$ cat src/rtl/fprem_pkg.sv
package fprem_pkg;

  typedef enum logic [1:0] {
    S_IDLE = 2'd0,
    S_PREP = 2'd1,
    S_LOOP = 2'd2,
    S_FIN  = 2'd3
  } fprem_state_e;

endpackage

$ cat src/rtl/fprem_classify.sv
module fprem_classify #(
  parameter int EXP_W = 15,
  parameter int SIG_W = 64
) (
  input  logic [EXP_W-1:0] exp_f,
  input  logic [SIG_W-1:0] sig,
  output logic             is_nan,
  output logic             is_snan,
  output logic             is_inf,
  output logic             is_zero
);
  localparam int QBIT = SIG_W - 2;

  logic exp_top;
  logic frac_nz;

  always_comb begin
    exp_top = &exp_f;
    frac_nz = |sig[SIG_W-2:0];
    is_nan  = exp_top && frac_nz;
    is_snan = is_nan && !sig[QBIT];
    is_inf  = exp_top && !frac_nz;
    is_zero = (exp_f == '0) && (sig == '0);
  end
endmodule

$ cat src/rtl/fprem_lzc.sv
module fprem_lzc #(
  parameter int W  = 64,
  parameter int CW = $clog2(W + 1)
) (
  input  logic [W-1:0]  v,
  output logic [CW-1:0] cnt
);
  logic found;

  always_comb begin
    cnt   = CW'(W);
    found = 1'b0;
    for (int i = W - 1; i >= 0; i--) begin
      if (!found && v[i]) begin
        cnt   = CW'(W - 1 - i);
        found = 1'b1;
      end
    end
  end
endmodule

$ cat src/rtl/fprem_divstep.sv
module fprem_divstep #(
  parameter int SIG_W = 64
) (
  input  logic [SIG_W-1:0] rem_in,
  input  logic [SIG_W-1:0] div,
  input  logic             shift,
  output logic [SIG_W-1:0] rem_out
);
  logic [SIG_W:0] trial;
  logic [SIG_W:0] diff;

  always_comb begin
    trial = shift ? {rem_in, 1'b0} : {1'b0, rem_in};
    diff  = trial - {1'b0, div};
    rem_out = (trial >= {1'b0, div}) ? diff[SIG_W-1:0] : trial[SIG_W-1:0];
  end
endmodule

$ cat src/rtl/fprem_unit.sv
module fprem_unit #(
  parameter int EXP_W = 15,
  parameter int SIG_W = 64
) (
  input  logic                     clk,
  input  logic                     rst,
  input  logic                     start,
  input  logic [EXP_W+SIG_W:0]     op_a,
  input  logic [EXP_W+SIG_W:0]     op_b,
  output logic                     busy,
  output logic                     done,
  output logic [EXP_W+SIG_W:0]     result,
  output logic                     invalid
);
  import fprem_pkg::*;

  localparam int FMT_W = 1 + EXP_W + SIG_W;
  localparam int XW    = EXP_W + 2;
  localparam int LZW   = $clog2(SIG_W + 1);
  localparam int QBIT  = SIG_W - 2;
  localparam logic [FMT_W-1:0] DNAN  = {1'b0, {EXP_W{1'b1}}, {SIG_W{1'b1}}};
  localparam logic [FMT_W-1:0] QMASK = {{(FMT_W-QBIT-1){1'b0}}, 1'b1, {QBIT{1'b0}}};
  localparam logic [SIG_W-1:0] IBIT  = {1'b1, {(SIG_W-1){1'b0}}};
  localparam logic signed [XW-1:0] ONE_X = 1;

  fprem_state_e st;

  logic [FMT_W-1:0] a_q, b_q;
  logic [SIG_W-1:0] rem_q, div_q;
  logic signed [XW-1:0] eb_q;
  logic [XW-1:0]    cnt_q;
  logic             first_q;
  logic             spec_q, spec_inv_q;
  logic [FMT_W-1:0] spec_res_q;

  // operand fields
  logic             a_sign;
  logic [EXP_W-1:0] a_exp, b_exp;
  logic [SIG_W-1:0] a_sig, b_sig, b_fix;

  assign a_sign = a_q[FMT_W-1];
  assign a_exp  = a_q[FMT_W-2 -: EXP_W];
  assign b_exp  = b_q[FMT_W-2 -: EXP_W];
  assign a_sig  = a_q[SIG_W-1:0];
  assign b_sig  = b_q[SIG_W-1:0];
  assign b_fix  = (b_exp != '0) ? (b_sig | IBIT) : b_sig;

  logic a_nan, a_snan, a_inf, a_zero;
  logic b_nan, b_snan, b_inf, b_zero;

  fprem_classify #(.EXP_W(EXP_W), .SIG_W(SIG_W)) u_cls_a (
    .exp_f(a_exp), .sig(a_sig),
    .is_nan(a_nan), .is_snan(a_snan), .is_inf(a_inf), .is_zero(a_zero)
  );

  fprem_classify #(.EXP_W(EXP_W), .SIG_W(SIG_W)) u_cls_b (
    .exp_f(b_exp), .sig(b_sig),
    .is_nan(b_nan), .is_snan(b_snan), .is_inf(b_inf), .is_zero(b_zero)
  );

  logic [LZW-1:0] lz_a, lz_b, lz_r;

  fprem_lzc #(.W(SIG_W), .CW(LZW)) u_lz_a (.v(a_sig), .cnt(lz_a));
  fprem_lzc #(.W(SIG_W), .CW(LZW)) u_lz_b (.v(b_fix), .cnt(lz_b));
  fprem_lzc #(.W(SIG_W), .CW(LZW)) u_lz_r (.v(rem_q), .cnt(lz_r));

  // normalized operands and effective exponents
  logic signed [XW-1:0] a_base, b_base, lza_x, lzb_x, lzr_x;
  logic signed [XW-1:0] ea_eff, eb_eff;
  logic [SIG_W-1:0]     a_norm, b_norm;

  always_comb begin
    a_base = (a_exp == '0) ? ONE_X : {2'b00, a_exp};
    b_base = (b_exp == '0) ? ONE_X : {2'b00, b_exp};
    lza_x  = {{(XW-LZW){1'b0}}, lz_a};
    lzb_x  = {{(XW-LZW){1'b0}}, lz_b};
    lzr_x  = {{(XW-LZW){1'b0}}, lz_r};
    ea_eff = a_base - lza_x;
    eb_eff = b_base - lzb_x;
    a_norm = a_sig << lz_a;
    b_norm = b_fix << lz_b;
  end

  // special-operand screen, priority ordered
  logic             pick_spec, pick_inv;
  logic [FMT_W-1:0] pick_res;

  always_comb begin
    pick_spec = 1'b1;
    pick_inv  = 1'b0;
    pick_res  = a_q;
    if (a_nan) begin
      pick_res = a_q | QMASK;
      pick_inv = a_snan | b_snan;
    end else if (b_nan) begin
      pick_res = b_q | QMASK;
      pick_inv = b_snan;
    end else if (a_inf) begin
      pick_res = DNAN;
      pick_inv = 1'b1;
    end else if (b_inf) begin
      pick_res = a_q;
    end else if (b_zero) begin
      pick_res = DNAN;
      pick_inv = 1'b1;
    end else if (a_zero) begin
      pick_res = a_q;
    end else if (ea_eff < eb_eff) begin
      pick_res = a_q;
    end else begin
      pick_spec = 1'b0;
    end
  end

  // one restoring step
  logic [SIG_W-1:0] step_rem;

  fprem_divstep #(.SIG_W(SIG_W)) u_step (
    .rem_in(rem_q), .div(div_q), .shift(!first_q), .rem_out(step_rem)
  );

  // final renormalization of the remainder
  logic signed [XW-1:0] tgt;
  logic [XW-1:0]        sh_up, sh_dn;
  logic [FMT_W-1:0]     fin_res;

  always_comb begin
    tgt   = eb_q - lzr_x;
    sh_up = eb_q - ONE_X;
    sh_dn = ONE_X - eb_q;
    if (rem_q == '0)
      fin_res = {a_sign, {EXP_W{1'b0}}, {SIG_W{1'b0}}};
    else if (tgt >= ONE_X)
      fin_res = {a_sign, tgt[EXP_W-1:0], rem_q << lz_r};
    else if (eb_q >= ONE_X)
      fin_res = {a_sign, {EXP_W{1'b0}}, rem_q << sh_up};
    else
      fin_res = {a_sign, {EXP_W{1'b0}}, rem_q >> sh_dn};
  end

  always_ff @(posedge clk) begin
    if (rst) begin
      st         <= S_IDLE;
      a_q        <= '0;
      b_q        <= '0;
      rem_q      <= '0;
      div_q      <= '0;
      eb_q       <= '0;
      cnt_q      <= '0;
      first_q    <= 1'b0;
      spec_q     <= 1'b0;
      spec_inv_q <= 1'b0;
      spec_res_q <= '0;
      busy       <= 1'b0;
      done       <= 1'b0;
      result     <= '0;
      invalid    <= 1'b0;
    end else begin
      done <= 1'b0;
      case (st)
        S_IDLE: begin
          if (start) begin
            a_q  <= op_a;
            b_q  <= op_b;
            busy <= 1'b1;
            st   <= S_PREP;
          end
        end
        S_PREP: begin
          spec_q     <= pick_spec;
          spec_inv_q <= pick_inv;
          spec_res_q <= pick_res;
          rem_q      <= a_norm;
          div_q      <= b_norm;
          eb_q       <= eb_eff;
          cnt_q      <= ea_eff - eb_eff;
          first_q    <= 1'b1;
          st         <= pick_spec ? S_FIN : S_LOOP;
        end
        S_LOOP: begin
          rem_q   <= step_rem;
          first_q <= 1'b0;
          if (cnt_q == '0) st <= S_FIN;
          else cnt_q <= cnt_q - 1'b1;
        end
        default: begin
          result  <= spec_q ? spec_res_q : fin_res;
          invalid <= spec_q & spec_inv_q;
          done    <= 1'b1;
          busy    <= 1'b0;
          st      <= S_IDLE;
        end
      endcase
    end
  end


  done_pulse_chk: assert property (@(posedge clk) disable iff (rst)
    done |=> !done);


  busy_done_chk: assert property (@(posedge clk) disable iff (rst)
    done |-> (!busy && $past(busy)));


  accept_chk: assert property (@(posedge clk) disable iff (rst)
    (start && !busy) |=> busy);


  hold_ops_chk: assert property (@(posedge clk) disable iff (rst)
    (st == S_LOOP) |-> ($stable(a_q) && $stable(b_q)));


  rem_bound_chk: assert property (@(posedge clk) disable iff (rst)
    (st == S_LOOP && !first_q) |-> (rem_q < div_q));


  div_norm_chk: assert property (@(posedge clk) disable iff (rst)
    (st == S_LOOP) |-> div_q[SIG_W-1]);


  loop_count_chk: assert property (@(posedge clk) disable iff (rst)
    (st == S_LOOP && cnt_q != '0) |=> (st == S_LOOP && cnt_q == $past(cnt_q) - 1'b1));


  inv_nan_chk: assert property (@(posedge clk) disable iff (rst)
    (done && invalid) |-> ((&result[FMT_W-2 -: EXP_W]) && result[QBIT]));
endmodule

$ cat config.mk
export PLATFORM = sky130hd
export DESIGN_NAME = fprem_unit
export DESIGN_NICKNAME = d
export VERILOG_FILES = /design/src/rtl/fprem_pkg.sv /design/src/rtl/fprem_classify.sv /design/src/rtl/fprem_lzc.sv /design/src/rtl/fprem_divstep.sv /design/src/rtl/fprem_unit.sv
export SDC_FILE = /design/constraint.sdc
export NUM_CORES = 2
export LEC_CHECK = 0
export BUFFER_PORTS_ARGS = -buffer_cell sky130_fd_sc_hd__buf_2
export CAP_MARGIN = 20
export CELL_PAD_IN_SITES_DETAIL_PLACEMENT = 1
export CELL_PAD_IN_SITES_GLOBAL_PLACEMENT = 1
export CORE_ASPECT_RATIO = 0.6
export CORE_MARGIN = 5
export CORE_UTILIZATION = 50
export CTS_BUF_LIST = sky130_fd_sc_hd__clkbuf_8
export DETAILED_ROUTE_END_ITERATION = 7
export GPL_TIMING_DRIVEN = 0
export PLACE_DENSITY = 0.95
export SLEW_MARGIN = 10
export SYNTH_ARGS = -nofsm -noshare
export SYNTH_HDL_FRONTEND = slang
export SYNTH_SLANG_ARGS = --single-unit
$ cat constraint.sdc
create_clock -name clk -period 12.4 [get_ports clk]
set_clock_uncertainty 0.05 [all_clocks]
set_input_delay 1.24 -clock clk [delete_from_list [all_inputs] [get_ports clk]]
set_output_delay 1.24 -clock clk [all_outputs]
set_load 0.05 [all_outputs]
==> flow_results.org, run 1 <==
** Synthesis
- Counting every instance in the synthesized netlist gives just over 7000.
- Count of unique library cells instantiated by Yosys :: 124
- Post-synth EDFFs :: 0
- Proportion of synthesized chip area in sequential cells :: 19.35%
- By count the netlist is led by 1238 x sky130_fd_sc_hd__nand2_1, 722 x sky130_fd_sc_hd__nor2_1, 610 x sky130_fd_sc_hd__a21oi_1, 574 x sky130_fd_sc_hd__mux2i_1, 500 x sky130_fd_sc_hd__clkbuf_1.
- Area fraction of the dominant cell type after synthesis :: between 10% and 20%
- Number of synthesized register bits :: 489
- Mux share of post-synthesis cell area :: 17.99%
- Dominant cell type by area after synthesis :: sky130_fd_sc_hd__dfxtp_1
- Counting every net in the synthesized netlist gives 7408.
- Post-synthesis share of cell area spent on and, or, nand and nor gates :: about a quarter
- Ranked by total cell area, the synthesized netlist is headed by sky130_fd_sc_hd__dfxtp_1 19%, sky130_fd_sc_hd__mux2i_1 11%, sky130_fd_sc_hd__nand2_1 9.2%.
- Compound-Gate Fraction of Synth Area :: 26.52%
- Average size of a mapped cell :: 7.094 um2
- Cell Area, Synth :: 0.05059 mm2
- Share of synthesized cell area in full adder, half adder and majority cells :: 2.894%
- FFs w/ async S/R, synth :: 0%
- Post-synthesis share of cell area spent on xor and xnor gates :: 2.008%
- Synth Warn # :: 0
- Most used DFF post-synth :: sky130_fd_sc_hd__dfxtp_1
- Combinational family with the most area after synthesis :: compound AO/OA/AOI/OAI gates
- Most common cell in the netlist :: sky130_fd_sc_hd__nand2_1

** CTS
- Buffers inserted during clock tree synthesis total 79.
- For this design, the CTS-stage hold fixing added 0 buffers.
- Counting every sink on the clock net gives 489.
- Maximum level of the CTS H-tree :: 3
- In this run the post-CTS setup repair buffer count came out at 0.
- Root Buffer Master :: sky130_fd_sc_hd__clkbuf_8
- Post-CTS repair changed the size of 0 cells.
- The longest clock path from root to sink contains 3 buffers.

** Floorplan
- Row generation in the floorplan step produced 90 rows.
- Ports :: 246
- Chip Width :: 420.6 um
- Measured along the y axis, the die boundary spans 256.4 um.
- Starting Density :: 50.36%

** Outcome
- The flow stopped in global routing (5_1_grt).
- Error msg :: [ERROR GRT-0116] Global routing finished with congestion. Check the congestion regions in the DRC Viewer.
- The flow did not finish.

** Global routing
- Number of global-route vias before repair :: about 82000
- Wire length of the first global-routing pass :: approximately 600000 um
- Total overflow reported by the global router :: 168
- Total global routing track utilization :: 73.52%
- Pin count of the biggest net entering global routing :: 14

** Placement
- Number of I/O port buffers :: 245
- Placer's final routability congestion estimate :: between 1.5 and 2
- Detailed placement finished with a half-perimeter wire length of 274600 um.
- After detailed placement, the total cell area comes to ~0.054 mm2.
[kinds of logic after synthesis]
family / count (synthesis)
flops: 489
fa+ha+maj: 114
xor+xnor: 116
buf+inv: 868
mux: 786
simple gates: 2726
compound gates: 2032
[routing by layer]
layer,GRT overflow,track usage (%)
met1,23,76.17
met2,53,81.96
met3,32,68.47
met4,55,61.91
met5,5,50.85
[per-stage QoR]
stage / utilization [%] / hold slack (ns) / cells / setup slack [ns]
floorplan: - / 0.3725 / 7131 / 5.990
global placement: 53.25 / 0.3861 / 8710 / 2.981
detailed placement: 53.53 / 0.3988 / 8732 / 2.953
CTS: 55.10 / 0.4152 / 8860 / 2.524
==> inputs of run 2 (changes only) <==
Settings changed: CELL_PAD_IN_SITES_DETAIL_PLACEMENT 1 to default, CELL_PAD_IN_SITES_GLOBAL_PLACEMENT 1 to default, CORE_ASPECT_RATIO 0.6 to default, CORE_UTILIZATION 50 to 35, CTS_BUF_LIST sky130_fd_sc_hd__clkbuf_8 to default, PLACE_DENSITY 0.95 to default, PLACE_DENSITY_LB_ADDON from default to 0.15.
==> flow_results.org, run 2 <==
** Outcome
- The flow ran to the end, and the final reports show no timing, DRC or antenna violations.

** Synthesis
- Cell types occupying the most area after synthesis :: sky130_fd_sc_hd__dfxtp_1 19%, sky130_fd_sc_hd__mux2i_1 11%, sky130_fd_sc_hd__nand2_1 9.2%
- By count the netlist is led by 1238 x sky130_fd_sc_hd__nand2_1, 722 x sky130_fd_sc_hd__nor2_1, 610 x sky130_fd_sc_hd__a21oi_1, 574 x sky130_fd_sc_hd__mux2i_1, 500 x sky130_fd_sc_hd__clkbuf_1.
- Synthesized netlist cell count :: 7131 (unchanged)
- The post-synthesis sequential element count was 489 (unchanged).
- Cell Area, Synth :: 0.05059 mm2 (unchanged)
- Summed over all instances, the cell type with the most area after synthesis is sky130_fd_sc_hd__dfxtp_1.
- Proportion of synthesized chip area in sequential cells :: 19.35% (unchanged)
- The number of enable flip-flop cells after synthesis is 0 (unchanged).
- The most used flip-flop cell after synthesis is sky130_fd_sc_hd__dfxtp_1.
- The average footprint of a synthesized cell came to 7.094 um2 (unchanged).
- The fraction of post-synthesis cell area in the top cell type by area was 19.35% (unchanged).
- Count of unique library cells instantiated by Yosys :: 124 (unchanged)
- The post-synth net total is 7408 (unchanged).
- Most common cell in the netlist :: sky130_fd_sc_hd__nand2_1
- FFs w/ async S/R, synth :: 0% (unchanged)
- The number of warnings reported in the yosys synthesis log is 0 (unchanged).

** Finish
- Counting the fill cells in the layout gives between 15000 and 20000.
- Post-Layout Cell Count :: 9452
- After the last flow step, the layout net total stands at 7774.
- Relative to the synthesized area, the layout overhead comes to 12.33%.
- In the final layout, the share of cells above drive strength 1 is approximately an eighth.
- Top library cells by usage in the layout, fill and taps aside :: 1238 x sky130_fd_sc_hd__nand2_1, 721 x sky130_fd_sc_hd__nor2_1, 607 x sky130_fd_sc_hd__a21oi_1
- Leaving out fill and tap cells, the most frequent cell in the layout is sky130_fd_sc_hd__nand2_1.

** Placement
- The number of cells in the design after placement came to 9322 (+6.8%).
- Placer's final routability congestion estimate :: 1.117 (-27%)
- The final HPWL from detailed placement is 298900 um (+8.8%).
- The number of I/O port buffers is 245 (unchanged).

** Global routing
- Number of antenna violations at the first check in global routing :: 33
- Entering global routing, the biggest net connects 16 pins.
- Global routing consumed, over all layers together, 46.31% of the routing resources.
- Wire length of the first global-routing pass :: 496800 um
- The via count of the first global-routing pass was between 50000 and 60000.
- Total overflow reported by the global router :: 0

** Floorplan
- Core Footprint :: between 0.1 and 0.15 mm2
- Area of the die :: 0.1522 mm2
- The I/O pin count was 246 (unchanged).
- Chip Width :: 390.2 um (-7.2%)
- Starting Density :: 35.22% (-15 points)
- Height of the chip :: 390.2 um (+52%)
- The number of placement rows is 139 (+54%).

** CTS
- Number of instances resized during post-cts repair :: 0 (unchanged)
- CTS placed an instance of sky130_fd_sc_hd__clkbuf_16 at the clock tree root.
- Count of hold-fix buffers inserted at cts :: 0 (unchanged)
- Maximum level of the CTS H-tree :: 2 (-1)
- Num CTS Buffers :: 56 (-29%)
- The later pin in the worst-skew pair is clocked with a latency of approximately 0.73 ns.
- The post-CTS setup buffer count is 0 (unchanged).
- The maximum root-to-sink buffer count is 3 (unchanged).
- The number of sinks handled by clock tree synthesis was 489 (unchanged).
- After clock tree synthesis, the clock-pin slew on the worst setup and hold paths is approximately 0.080 ns.
- Clock tree from TritonCTS :: done

** Drt
- Via total after detailed routing :: about 64000
- Remaining antenna violation count after routing :: 0
- The routed design has roughly 370000 um of wire.
- For this block, the initial DRC count from the detailed router was 9742.
- DRC violation count after routing :: 0
- Vias per cell :: 6.733
- For this run, the detailed router's first-pass iteration total came to 7.
- Routed wire per std cell :: 39.09 um

** Worst setup path
- Worst setup SP type :: flip-flop
- For the worst setup path, the data arrival time is 10.45 ns.
- Worst EP required :: 12.88 ns
- Endpoint class of the critical path :: flip-flop
- Largest fanout on the critical path :: 10
- Startpoint-to-endpoint class of the critical path :: flip-flop to flip-flop
- The worst register-to-register path has a setup slack of roughly 2.4 ns.

** Timing
- Fmax :: 100.3 MHz
- After layout, the worst path uses 80.41% of the clock period.
- RSZ-0062 raised after global routing :: false
- Count of endpoints failing hold in the final timing report :: 0
- Headroom to the max-slew limit came out at 4.023%.
- Subtracting the final worst setup slack from the clock period gives ~10 ns.
- The max-slew violation count is 0.
- Summed over all failing endpoints, the final setup total negative slack is 0 ns.
- At the pin with the least slew margin, the transition time is ~1.4 ns.
- Setup violations remaining at the end of the flow were counted as 0.

** Job
- Max-cap viol count :: 0

** Hold path
- The tightest min-delay check is of the flip-flop to flip-flop type.
-- run 2: area by class of cell --
class                   instances  area, um2  area share (%)
multi-input cells            5774      37370           65.77
repair buffers                308       1819           3.202
plain buffers                 679       2955           5.201
diodes                          9      22.52         0.03963
well taps                    1903       2381           4.190
clock buffers                  80       1592           2.801
flip-flops and latches        489       9789           17.23
clock inverters                21      178.9          0.3149
inverters                     189      711.9           1.253
-- run 2: critical path: stages (launching register included) --
cell and delay, ns:
sky130_fd_sc_hd__dfxtp_1 0.30, sky130_fd_sc_hd__buf_2 0.23, sky130_fd_sc_hd__nor4_2 0.47, sky130_fd_sc_hd__nand4_2 0.46, sky130_fd_sc_hd__nor3_2 0.59, sky130_fd_sc_hd__buf_2 0.46, sky130_fd_sc_hd__a32oi_1 0.57, sky130_fd_sc_hd__nand2_1 0.26
sky130_fd_sc_hd__clkinv_1 0.26, sky130_fd_sc_hd__buf_1 0.35, sky130_fd_sc_hd__clkbuf_1 0.50, sky130_fd_sc_hd__ha_1 0.47, sky130_fd_sc_hd__a21boi_0 0.16, sky130_fd_sc_hd__o21a_1 0.23, sky130_fd_sc_hd__o41ai_1 0.55, sky130_fd_sc_hd__o21ai_0 0.19
sky130_fd_sc_hd__o21a_1 0.16, sky130_fd_sc_hd__o31ai_1 0.67, sky130_fd_sc_hd__clkbuf_1 0.77, sky130_fd_sc_hd__clkbuf_1 0.73, sky130_fd_sc_hd__o311ai_0 0.61, sky130_fd_sc_hd__o311ai_0 0.49, sky130_fd_sc_hd__o22ai_1 0.19
-- run 2: worst paths after layout --
path                                   end       from  cells after the start
worst min-delay path             div_q[16]  div_q[16]                      2
worst max register to register  result[33]  rem_q[61]                     22
worst min register to register   div_q[16]  div_q[16]                      2
worst max-delay path            result[33]  rem_q[61]                     22
-- run 2: logic make-up after synthesis --
kind of cell,Yosys count,share of synthesized area [%]
flops,489,19.35
simple gates,2726,24.01
xor+xnor,116,2.008
fa+ha+maj,114,2.894
compound gates,2032,26.52
mux,786,17.99
buf+inv,868,7.229
-- run 2: metrics by stage --
stage / utilization, % / worst slack, ns / instance area [um2] / hold slack, ns
6_report: 39.56 / 2.429 / 56820 / 0.4064
5_1_grt: 39.54 / 2.767 / 56810 / 0.4369
3_3_place_gp: 37.73 / 2.578 / 54200 / 0.3843
4_1_cts: 39.33 / 3.024 / 56500 / 0.4074
3_5_place_dp: 38.10 / 3.138 / 54730 / 0.3937
2_1_floorplan: - / 5.990 / 50590 / 0.3725
-- run 2: metal layers --
layer	global-route usage [%]	wire, um	up-vias
li1	-	-	26770
met1	52.17	129600	30640
met2	70.60	157000	4790
met3	16.09	43140	1412
met4	38.32	39400	28
met5	0.7524	342	-
Power of run 2 is not shown: default switching activity piles up to over one toggle a cycle in this logic, so the estimate is an artifact.
